==> src/rtl/pim_timer_pkg.sv <==
package pim_timer_pkg;
  localparam int unsigned CC_STOP = 0;
  localparam int unsigned CC_INTV = 1;
  localparam int unsigned CC_DEC  = 2;
  localparam int unsigned CC_MEN  = 3;
  localparam int unsigned CC_RST  = 4;

  typedef struct packed {
    logic match_en;
    logic dec;
    logic intv_mode;
    logic stop;
  } cnt_ctrl_t;

  localparam cnt_ctrl_t CNT_CTRL_RST = '{match_en: 1'b0, dec: 1'b0, intv_mode: 1'b0, stop: 1'b1};
endpackage

==> src/rtl/pim_prescaler.sv <==
module pim_prescaler #(
  parameter int unsigned SEL_W = 4
) (
  input  logic             clk_i,
  input  logic             rst_ni,
  input  logic             clr_i,
  input  logic             hold_i,
  input  logic             en_i,
  input  logic [SEL_W-1:0] sel_i,
  output logic             tick_o
);
  localparam int unsigned DIV_W = (1 << SEL_W) + 1;

  logic [DIV_W-1:0] div_q;
  logic [DIV_W-1:0] limit;

  // 2^(N+1) - 1
  assign limit  = (DIV_W'(2) << sel_i) - DIV_W'(1);
  assign tick_o = !en_i || (div_q == limit);

  always_ff @(posedge clk_i or negedge rst_ni) begin
    if (!rst_ni) begin
      div_q <= '0;
    end else if (clr_i) begin
      div_q <= '0;
    end else if (!hold_i) begin
      if (!en_i || tick_o) div_q <= '0;
      else                 div_q <= div_q + DIV_W'(1);
    end
  end
endmodule

==> src/rtl/pim_count_core.sv <==
module pim_count_core #(
  parameter int unsigned CNT_W = 16
) (
  input  logic             clk_i,
  input  logic             rst_ni,
  input  logic             clr_i,
  input  logic             step_i,
  input  logic             dec_i,
  input  logic             intv_mode_i,
  input  logic [CNT_W-1:0] top_i,
  output logic [CNT_W-1:0] nxt_o,
  output logic [CNT_W-1:0] cnt_o,
  output logic             intv_evt_o,
  output logic             ovf_evt_o
);
  logic [CNT_W-1:0] cnt_q;
  logic             wrap;

  // up: anything at or above top folds to zero
  assign wrap  = dec_i ? (cnt_q == '0) : (cnt_q >= top_i);
  assign nxt_o = wrap  ? (dec_i ? top_i : '0)
                       : (dec_i ? cnt_q - CNT_W'(1) : cnt_q + CNT_W'(1));
  assign cnt_o = cnt_q;

  always_ff @(posedge clk_i or negedge rst_ni) begin
    if (!rst_ni) begin
      cnt_q      <= '0;
      intv_evt_o <= 1'b0;
      ovf_evt_o  <= 1'b0;
    end else if (clr_i) begin
      cnt_q      <= '0;
      intv_evt_o <= 1'b0;
      ovf_evt_o  <= 1'b0;
    end else begin
      if (step_i) cnt_q <= nxt_o;
      intv_evt_o <= step_i && wrap &&  intv_mode_i;
      ovf_evt_o  <= step_i && wrap && !intv_mode_i;
    end
  end
endmodule

==> src/rtl/pim_match.sv <==
module pim_match #(
  parameter int unsigned CNT_W = 16
) (
  input  logic             clk_i,
  input  logic             rst_ni,
  input  logic             clr_i,
  input  logic             step_i,
  input  logic             en_i,
  input  logic [CNT_W-1:0] nxt_i,
  input  logic [CNT_W-1:0] top_i,
  input  logic [CNT_W-1:0] val_i,
  output logic             evt_o
);
  logic hit;

  assign hit = en_i && step_i && (nxt_i == val_i) && (val_i <= top_i);

  always_ff @(posedge clk_i or negedge rst_ni) begin
    if (!rst_ni)     evt_o <= 1'b0;
    else if (clr_i)  evt_o <= 1'b0;
    else             evt_o <= hit;
  end
endmodule

==> src/rtl/pim_timer.sv <==
module pim_timer
  import pim_timer_pkg::*;
#(
  parameter int unsigned CNT_W     = 16,
  parameter int unsigned NUM_MATCH = 3,
  parameter int unsigned PSC_SEL_W = 4
) (
  input  logic                              clk_i,
  input  logic                              rst_ni,
  input  logic [PSC_SEL_W:0]                clk_ctrl_i,
  input  logic [4:0]                        cnt_ctrl_i,
  input  logic                              cnt_rst_i,
  input  logic [CNT_W-1:0]                  interval_i,
  input  logic [NUM_MATCH-1:0][CNT_W-1:0]   match_i,
  output logic [CNT_W-1:0]                  cnt_o,
  output logic                              intv_evt_o,
  output logic                              ovf_evt_o,
  output logic [NUM_MATCH-1:0]              match_evt_o
);
  cnt_ctrl_t        ctrl_q;
  logic             rst_cmd;
  logic             tick;
  logic             step;
  logic             stop_q, dec_q, intv_q, men_q;
  logic [CNT_W-1:0] top_val;
  logic [CNT_W-1:0] nxt;

  always_ff @(posedge clk_i or negedge rst_ni) begin
    if (!rst_ni) ctrl_q <= CNT_CTRL_RST;
    else         ctrl_q <= cnt_ctrl_t'(cnt_ctrl_i[CC_MEN:CC_STOP]);
  end

  assign stop_q  = ctrl_q.stop;
  assign dec_q   = ctrl_q.dec;
  assign intv_q  = ctrl_q.intv_mode;
  assign men_q   = ctrl_q.match_en;
  assign rst_cmd = cnt_rst_i || cnt_ctrl_i[CC_RST];
  assign top_val = intv_q ? interval_i : '1;
  assign step    = tick && !stop_q && !rst_cmd;

  pim_prescaler #(.SEL_W(PSC_SEL_W)) u_psc (
    .clk_i  (clk_i),
    .rst_ni (rst_ni),
    .clr_i  (rst_cmd),
    .hold_i (stop_q),
    .en_i   (clk_ctrl_i[0]),
    .sel_i  (clk_ctrl_i[PSC_SEL_W:1]),
    .tick_o (tick)
  );

  pim_count_core #(.CNT_W(CNT_W)) u_core (
    .clk_i       (clk_i),
    .rst_ni      (rst_ni),
    .clr_i       (rst_cmd),
    .step_i      (step),
    .dec_i       (dec_q),
    .intv_mode_i (intv_q),
    .top_i       (top_val),
    .nxt_o       (nxt),
    .cnt_o       (cnt_o),
    .intv_evt_o  (intv_evt_o),
    .ovf_evt_o   (ovf_evt_o)
  );

  for (genvar i = 0; i < NUM_MATCH; i++) begin : g_match
    pim_match #(.CNT_W(CNT_W)) u_match (
      .clk_i  (clk_i),
      .rst_ni (rst_ni),
      .clr_i  (rst_cmd),
      .step_i (step),
      .en_i   (men_q),
      .nxt_i  (nxt),
      .top_i  (top_val),
      .val_i  (match_i[i]),
      .evt_o  (match_evt_o[i])
    );
  end
endmodule

==> config.mk <==
export PLATFORM = sky130hd
export DESIGN_NAME = pim_timer
export DESIGN_NICKNAME = d
export VERILOG_FILES = /design/src/rtl/pim_timer_pkg.sv /design/src/rtl/pim_prescaler.sv /design/src/rtl/pim_count_core.sv /design/src/rtl/pim_match.sv /design/src/rtl/pim_timer.sv
export SDC_FILE = /design/constraint.sdc
export NUM_CORES = 1
export LEC_CHECK = 0
export BUFFER_PORTS_ARGS = -buffer_cell sky130_fd_sc_hd__buf_2
export CORE_ASPECT_RATIO = 0.75
export CORE_UTILIZATION = 60
export DETAILED_ROUTE_END_ITERATION = 12
export HOLD_SLACK_MARGIN = 0.15
export PLACE_DENSITY_LB_ADDON = 0.08
export SETUP_SLACK_MARGIN = 0.5
export SLEW_MARGIN = 20
export SYNTH_ARGS = -nofsm -noshare
export SYNTH_HDL_FRONTEND = slang
export SYNTH_HIERARCHICAL = 1
export SYNTH_SLANG_ARGS = --single-unit
==> constraint.sdc <==
create_clock -name clk_i -period 7.5 [get_ports clk_i]
set_clock_uncertainty 0.15 [all_clocks]
set_input_delay 1.5 -clock clk_i [delete_from_list [all_inputs] [get_ports clk_i]]
set_output_delay 1.5 -clock clk_i [all_outputs]
set_load 0.01 [all_outputs]
==> results of run 1 <==
==> cell type report <==
cell class | count | area [µm²] | area share
Clock inverter | 3 | 48.8 | 0.00743
Tap cell | 128 | 160 | 0.0244
Clock buffer | 5 | 125 | 0.0191
Multi-Input combinational cell | 583 | 4400 | 0.669
Timing Repair Buffer | 99 | 503 | 0.0766
Inverter | 75 | 282 | 0.0429
Sequential cell | 42 | 1050 | 0.160
==> worst max-delay path by stage <==
stage / end / slack, ps
3_5_place_dp: u_core/cnt_o[12] / 1630
2_1_floorplan: u_core/cnt_o[10] / 2340
4_1_cts: u_core/cnt_o[12] / 1930
3_3_place_gp: u_core/cnt_o[14] / 1950
5_1_grt: u_core/cnt_o[12] / 1610
6_report: u_core/cnt_o[12] / 1770
==> metrics by stage <==
| stage | utilization | cells | hold slack [ps] | total power [mW] | instance area [µm²] |
|---|---|---|---|---|---|
| 4_1_cts | 0.711 | 935 | 458 | 0.765 | 6560 |
| 3_5_place_dp | 0.692 | 927 | 443 | 0.500 | 6390 |
| 3_3_place_gp | 0.692 | 927 | 441 | 0.490 | 6390 |
| 5_1_grt | 0.711 | 935 | 473 | 0.806 | 6570 |
| 6_report | 0.711 | 935 | 471 | 0.774 | 6570 |
| 2_1_floorplan | - | 723 | 357 | 0.417 | 5830 |
==> power breakdown <==
group          internal, mW  switching, mW
clock network         0.160          0.107
logic                 0.108          0.162
registers             0.229        0.00801
total                 0.497          0.277
==> sequential cells by signal (all words and copies together) (netlist names) <==
name / cells
u_core/cnt_o: 16
men_q: 1
dec_q: 1
g_match.u_match/evt_o: 3
u_psc/div_q: 17
u_core/intv_evt_o: 1
u_core/ovf_evt_o: 1
intv_q: 1
stop_q: 1
==> cell families after synthesis <==
kind of cell / Yosys count / share of synthesized area
compound gates: 172 / 0.217
simple gates: 253 / 0.244
mux: 6 / 0.0103
buf+inv: 98 / 0.0670
fa+ha+maj: 81 / 0.175
flops: 42 / 0.181
xor+xnor: 71 / 0.107
==> metal layers <==
layer | track usage | wire [µm] | vias up
met5 | 0 | 0 | -
met3 | 0.115 | 2850 | 29
met2 | 0.534 | 7540 | 409
li1 | - | - | 2799
met4 | 0.0828 | 280 | 0
met1 | 0.590 | 8570 | 2887
==> worst max-delay path, cell delays in order <==
cell                        delay (ps)
sky130_fd_sc_hd__buf_2             290
sky130_fd_sc_hd__inv_1             200
sky130_fd_sc_hd__nand2_1           110
sky130_fd_sc_hd__ha_1              460
sky130_fd_sc_hd__xor2_1            160
sky130_fd_sc_hd__o2111a_1          300
sky130_fd_sc_hd__a2111oi_4         330
sky130_fd_sc_hd__nand4_2           210
sky130_fd_sc_hd__o31ai_2           390
sky130_fd_sc_hd__nor4b_2           290
sky130_fd_sc_hd__buf_4             250
sky130_fd_sc_hd__inv_1             150
sky130_fd_sc_hd__nor2_1            700
sky130_fd_sc_hd__nand2_1           150
sky130_fd_sc_hd__o21ai_0           250
==> cells in the mapped netlist (5+ instances only) <==
cell type	number	area, µm²
sky130_fd_sc_hd__ha_1	80	1000
sky130_fd_sc_hd__inv_1	75	282
sky130_fd_sc_hd__xnor2_1	59	517
sky130_fd_sc_hd__a21oi_1	52	260
sky130_fd_sc_hd__nand2_1	50	188
sky130_fd_sc_hd__dfrtp_1	41	1030
sky130_fd_sc_hd__nor2_1	37	139
sky130_fd_sc_hd__nand4_1	35	219
sky130_fd_sc_hd__nand3_1	23	115
sky130_fd_sc_hd__nand2b_1	19	119
sky130_fd_sc_hd__o21ai_0	19	95.1
sky130_fd_sc_hd__a21o_1	15	113
sky130_fd_sc_hd__a22o_1	15	131
sky130_fd_sc_hd__nor3_1	12	60.1
sky130_fd_sc_hd__xor2_1	12	105
sky130_fd_sc_hd__clkbuf_1	11	41.3
sky130_fd_sc_hd__nor4_1	11	68.8
sky130_fd_sc_hd__and3_1	10	62.6
sky130_fd_sc_hd__buf_2	9	45.0
sky130_fd_sc_hd__nor2b_1	9	56.3
sky130_fd_sc_hd__o211ai_1	7	52.6
sky130_fd_sc_hd__o21ai_1	7	35.0
sky130_fd_sc_hd__a211oi_1	6	45.0
sky130_fd_sc_hd__and2_1	6	37.5
sky130_fd_sc_hd__mux2i_1	6	60.1
sky130_fd_sc_hd__nand4b_1	6	52.6
sky130_fd_sc_hd__o21a_1	6	45.0
sky130_fd_sc_hd__or2b_1	5	37.5
sky130_fd_sc_hd__or4_1	5	37.5
==> summary by stage, run 1 <==
Floorplanning
The die covers 10100 µm². The starting density of the core is 0.631. From left edge to right edge, the die measures 116 µm. The initialized floorplan defines 30 standard-cell rows. The die is 87.4 µm tall.

The placeable core region is 9230 µm². The count of pins on the block boundary is 98.

Finish
The library cells used most frequently in the layout, excluding fill and tap cells, are sky130_fd_sc_hd__buf_2, sky130_fd_sc_hd__ha_1, sky130_fd_sc_hd__inv_1, sky130_fd_sc_hd__xnor2_1, sky130_fd_sc_hd__a21oi_1. The repair_antennas step left the layout with diodes totalling 0. The library cell used most frequently in the layout, excluding fill and tap cells, is sky130_fd_sc_hd__buf_2.

The synthesis-to-layout area growth is 12.6%. The ratio of cells with drive above 1 in the final layout is 0.162. The number of nets at the end of the flow is 964. Counting the fill cells in the layout gives 733.

Route
Once detail routing completed, the nets flagged for antenna violations numbered 0. The total vias in the final route is 6124. For this run, the detailed router's first-pass iteration total came to 8. The routed design has 19200 µm of wire.

The vias per cell is 6.55. The detailed router's first-iteration violation count is 818. For this run, design rule violations remaining after detail routing come to 0. In the final routed layout, each cell accounts on average for 20.6 µm.

Clocking
Hold repair after CTS inserted 0 buffers. The clock net sink count is 42. In this run, post-CTS repair resized a total of 0 instances. The clock latency at the later pin of the worst-skew pair is 300 ps. The clock tree root driver cell is sky130_fd_sc_hd__clkbuf_16. Clock-pin slew was measured on the worst setup and hold paths at 70 ps.

The H-tree depth is 2. TritonCTS built the clock tree. The number of setup buffers added after CTS is 0. The number of buffers created by CTS is 5. The buffer depth of the longest clock path is 2.

STA
Once routing completed, OpenROAD measured the worst setup slack at 1770 ps. The final setup violation count is 0. The minimum clock period is 5730 ps. The count of pins over their slew limit was 0.

At the pin with the least slew margin, the transition time is 956 ps. For this run, the top clock speed supported by timing is 174 MHz. In the finished design, the share of the clock period the worst path needs comes to 0.764. Setup repair after global routing left no endpoint under its margin. The worst slew margin relative to its limit is 0.362. The total count of hold-check failures in the final report is 0. Summed over all failing endpoints, the final setup total negative slack is 0 ps.

Worst setup path
The critical path class is in -> reg. In this run the critical register-to-register path is captured at g_match[2].u_match/evt_o. The worst setup path is launched from an input port. For the worst flop-to-flop path, the logic depth is 14. The startpoint of the worst register-to-register path is intv_q. The maximum fanout along the worst path is 20. The setup check on the worst reg-to-reg path leaves a slack of 2690 ps. The capturing element type of the critical path is a register. The required time at the endpoint of the critical path is 7540 ps. Data arrives at the worst endpoint at 5770 ps. The startpoint of the most critical setup path is clk_ctrl_i[4].

Hold path
The startpoint identified for the worst hold timing path is u_core/cnt_o[4]. Along the worst hold path, the cell count comes to 1. The min-delay analysis places its worst path in the category reg -> reg. The worst hold path endpoint is u_core/cnt_o[4].

Logic synthesis
Of all flip-flops after synthesis, the portion carrying an async set or reset was 1.00. The mapped netlist covers 5830 µm². The count of synthesis-stage warnings from yosys is 6. The average instance in the mapped netlist occupies 8.06 µm². For this run, the leading register cell type out of synthesis is sky130_fd_sc_hd__dfrtp_1. Counting every net in the synthesized netlist gives 881. The number of synthesized register bits is 42. Of the synthesized area, sequential elements account for 0.181.

In the synthesized netlist, the number of instances is 723. The number of enable flip-flop cells after synthesis is 0. The number of distinct library cell variants in the gate-level netlist after synthesis is 79.

Global routing
The number of global-route vias before repair was 5503. For this run, the total global-route usage over all layers was measured as 0.390. The remaining global-route overflow is 0. The number of antenna violations at the first check in global routing came to 1. The first global-routing pass estimated 29500 µm of wire.

Entering global routing, the biggest net connects 43 pins.

Pwr
In this run the static leakage power is 3.45 nW. The maximum vdd ir drop is 109 µV. The power per cell area is 118 nW/µm².

Place
The placer congestion estimate is 0.978. The number of port buffers is 97. The setup slack at placement is 1630 ps. The HPWL after detailed placement is 15400 µm.

Status
The flow ran to the end, and the final reports show no timing, DRC or antenna violations.

Run
The tool flagged a number of max-cap violations equal to 0.
(Power assumes the default switching activity.)
==> run 2, diff against run 1 <==
--- a/config.mk
+++ b/config.mk
@@ -7,7 +7,7 @@
 export LEC_CHECK = 0
 export BUFFER_PORTS_ARGS = -buffer_cell sky130_fd_sc_hd__buf_2
 export CORE_ASPECT_RATIO = 0.75
-export CORE_UTILIZATION = 60
+export CORE_UTILIZATION = 53
 export DETAILED_ROUTE_END_ITERATION = 12
 export HOLD_SLACK_MARGIN = 0.15
 export PLACE_DENSITY_LB_ADDON = 0.08
==> constraint.sdc (replaced) <==
create_clock -name clk_i -period 4.7 [get_ports clk_i]
set_clock_uncertainty 0.15 [all_clocks]
set_input_delay 0.94 -clock clk_i [delete_from_list [all_inputs] [get_ports clk_i]]
set_output_delay 0.94 -clock clk_i [all_outputs]
set_load 0.01 [all_outputs]
==> run 2 against run 1 <==
Cell area increased by 4.2%; total power increased by 61%; combinational power increased by 67%; register-to-register slack got worse by 2000 ps; global-route usage decreased by 6.3 points; worst hold slack improved by 1.2 ps; sequential power increased by 59%; flip-flop and latch count unchanged; first-iteration DRC count decreased by 49%; via count decreased by 1.4%; utilization decreased by 5.9 points; die area increased by 13%; highest routed layer unchanged.
==> summary by stage, run 2 (synthesis results as in run 1) <==
Place
The sum of net half-perimeters after detailed placement is 14500 µm (-5.8%). The number of port buffers is 97 (unchanged). The placer congestion estimate is 0.939 (-4.0%). The cell count after placement is 947 (+2.2%).

STA
The total count of hold-check failures in the final report was 0 (unchanged). The worst path needs 4100 ps of the cycle, external delays included. The final setup violation count is 0 (unchanged). Setup repair after global routing left no endpoint under its margin. The actual transition at the worst max-transition pin is 1020 ps (+59.3 ps). The maximum clock frequency is 244 MHz. The worst slew margin relative to its limit is 0.320 (-0.0420). The final-layout setup total negative slack is 0 ps (unchanged). The fraction of the cycle the final worst path needs is 0.871.

The count of pins over their slew limit is 0 (unchanged).

Floorplanning
The height of the die came to 92.8 µm (+6.3%). The width of the die is 123 µm (+6.3%). The area of the die is 11400 µm² (+13%).

The starting density of the core is 0.556 (-0.0756). The placeable core region was 10500 µm² (+14%). The number of rows created at floorplan was 32 (+6.7%).

The count of pins on the block boundary is 98 (unchanged).

Pwr
The combinational fraction of design power is 0.364 (+0.015). The switching power was 0.434 mW (+57%). The fraction of power consumed by the clock network is 0.333 (-0.012). The power share of the sequential group was 0.303 (-0.003). The power per cell area was 182 nW/µm² (+54%).

The net switching share of the total power was 0.349 (-0.00930). The static leakage power is 3.58 nW (+3.8%). The sum of internal, switching and leakage power is 1.24 mW (+61%). The maximum vdd ir drop was 136 µV (+24%). The cell-internal power was 0.810 mW (+63%).

Clocking
The clock net sink count is 42 (unchanged). The H-tree depth came to 2 (unchanged). The buffer depth of the longest clock path is 2 (unchanged). The post-CTS clock slew at the launch and capture registers of the worst setup and hold paths was 70 ps (about the same). The clock tree root driver cell is sky130_fd_sc_hd__clkbuf_16.

TritonCTS built the clock tree. The number of buffers created by CTS is 5 (unchanged). The clock latency at the later pin of the worst-skew pair is 290 ps (about the same).

Worst setup path
The required time at the endpoint of the critical path came to 4770 ps (-2770 ps). The type of element launching the critical path is an input port. The critical path class is in -> reg. The worst reg-to-reg path cell count was 15 (+1). The reg-to-reg critical path endpoint is g_match[1].u_match/evt_o. The startpoint of the worst register-to-register path is intv_q.

Walking the worst path, the cells encountered are buf_2 > or2b_4 > inv_1 > ha_1 > and4_1 > a311oi_2 > o41ai_4 > o31ai_4 > buf_12 > mux2i_1 > buf_4 > xnor2_1 > nand4_1 > nor4_2 > nand4_1 > a21oi_2. The largest incremental delay on the critical path is 350 ps (-350 ps). The master of the slowest instance on the critical path is sky130_fd_sc_hd__o31ai_4.

On the critical path the largest part of the delay comes from simple AND/OR/NAND/NOR gates. The sum of buffers and inverters on the critical path came to 4 (unchanged). The capturing element type of the critical path is a register. The maximum fanout along the worst path is 12 (-40%).

The startpoint of the most critical setup path is interval_i[14]. The dominant cell type by count on the critical path is sky130_fd_sc_hd__nand4_1. The arrival time reported for the critical path endpoint is 4170 ps (-1600 ps). The reg-to-reg setup timing slack came to 680 ps (-2010 ps).

Global routing
The met2 layer usage reported by global route is 0.536 (+0.00196). The global-route usage over all layers is 0.327 (-0.0627). The most used routing layer is met2. The fraction of met3 tracks used by global routing was 0.0708 (-0.0440). The global-route wire length before repair is 28700 µm (-2.7%). The number of antenna violations at the first check in global routing came to 0 (-1). The number of global-route vias before repair is 5730 (+4.1%). The maximum number of pins on one net before global-route repair is 43 (unchanged). The global routing met1 resource utilization is 0.423 (-0.167). The remaining global-route overflow is 0 (unchanged).

Finish
Leaving out fill and tap cells, the most frequent cells in the layout are sky130_fd_sc_hd__buf_2, sky130_fd_sc_hd__ha_1, sky130_fd_sc_hd__inv_1, sky130_fd_sc_hd__xnor2_1, sky130_fd_sc_hd__a21oi_1. The final cell count without fillers is 962 (+2.9%). The ratio of cells with drive above 1 in the final layout is 0.196 (+0.0338). The most common library cell in the layout ignoring fill and taps is sky130_fd_sc_hd__buf_2. The flip-flop count of the largest register, all copies and words added is 17 (unchanged). The number of inserted filler cells in the final layout is 927 (+26%). The synthesis-to-layout area growth is 17.4%. The area of combinational cells with multiple inputs came to 4490 µm² (+2.1%). The area occupied by registers is 1050 µm² (+0.12%).

The number of nets at the end of the flow was 983 (+2.0%). The number of antenna cells inserted is 0 (unchanged). Ranked by flip-flop count, first place goes to u_psc/div_q.

Route
The total vias in the final route was 6041 (-1.4%). The vias per cell was 6.28 (-4.1%). The routed wire length is 18500 µm (-3.7%). The number of antenna-violating nets in the routed design came to 0 (unchanged). The remaining design rule violation count is 0 (unchanged). The first-pass iteration count of the detailed router is 5 (-3).

The detailed router's first-iteration violation count is 418 (-49%). The routed length per placed instance is 19.2 µm (-6.4%).

Hold path
The worst hold path belongs to the class reg -> reg. The worst hold path begins at u_psc/div_q[15]. The number of instances on the worst hold path is 1 (unchanged). The worst hold path endpoint is u_psc/div_q[15].

Status
The run finished with clean final reports.

Run
The number of maximum-capacitance constraint violations was 0 (unchanged).
[run 2: per-stage QoR]
stage          hold WS (ps)  setup WS (ps)   util  area [µm²]
6_report                473            604  0.652        6840
5_1_grt                 485            435  0.652        6840
4_1_cts                 458            510  0.639        6700
3_5_place_dp            441           8.20  0.620        6500
3_3_place_gp            445            197  0.620        6500
2_1_floorplan           357            515      -        5860
[run 2: power by group through the flow]
| stage | Combinational [mW] | Clock (mW) | Sequential [mW] |
|---|---|---|---|
| global placement | 0.415 | 0 | 0.383 |
| floorplan | 0.288 | 0 | 0.379 |
| global route | 0.496 | 0.438 | 0.378 |
| detailed placement | 0.424 | 0 | 0.384 |
| CTS | 0.429 | 0.414 | 0.377 |
| finish | 0.452 | 0.415 | 0.377 |
[run 2: worst max path at each step]
stage	slack [ps]	depth (start not counted)	end
after floorplan	520	14	u_core/cnt_o[10]
after global placement	200	15	u_core/cnt_o[10]
after detailed placement	8	14	g_match[1].u_match/evt_o
after CTS	510	16	g_match[1].u_match/evt_o
after global routing	430	15	u_core/cnt_o[10]
final	600	16	g_match[1].u_match/evt_o
[run 2: final cells by class]
| type | instances | share of cell area |
|---|---|---|
| Inverter | 75 | 0.0411 |
| Tap cell | 136 | 0.0249 |
| Clock buffer | 5 | 0.0183 |
| Multi-Input combinational cell | 583 | 0.656 |
| Timing Repair Buffer | 118 | 0.0993 |
| Clock inverter | 3 | 0.00640 |
| Sequential cell | 42 | 0.154 |
[run 2: layer usage]
layer	vias up	wire, µm
met2	298	8560
met4	0	520
met1	2860	7960
li1	2839	-
met3	44	1470
met5	-	0
[run 2: what timing repair did]
| action | 4_1_cts | 5_1_grt |
|---|---|---|
| setup buffers | 2 | 4 |
| pin swaps | 1 | 8 |
| hold buffers | 0 | 0 |
| endpoints found under the setup margin | 15 | 17 |
| resized for setup | 4 | 19 |
| gates cloned | 0 | 1 |
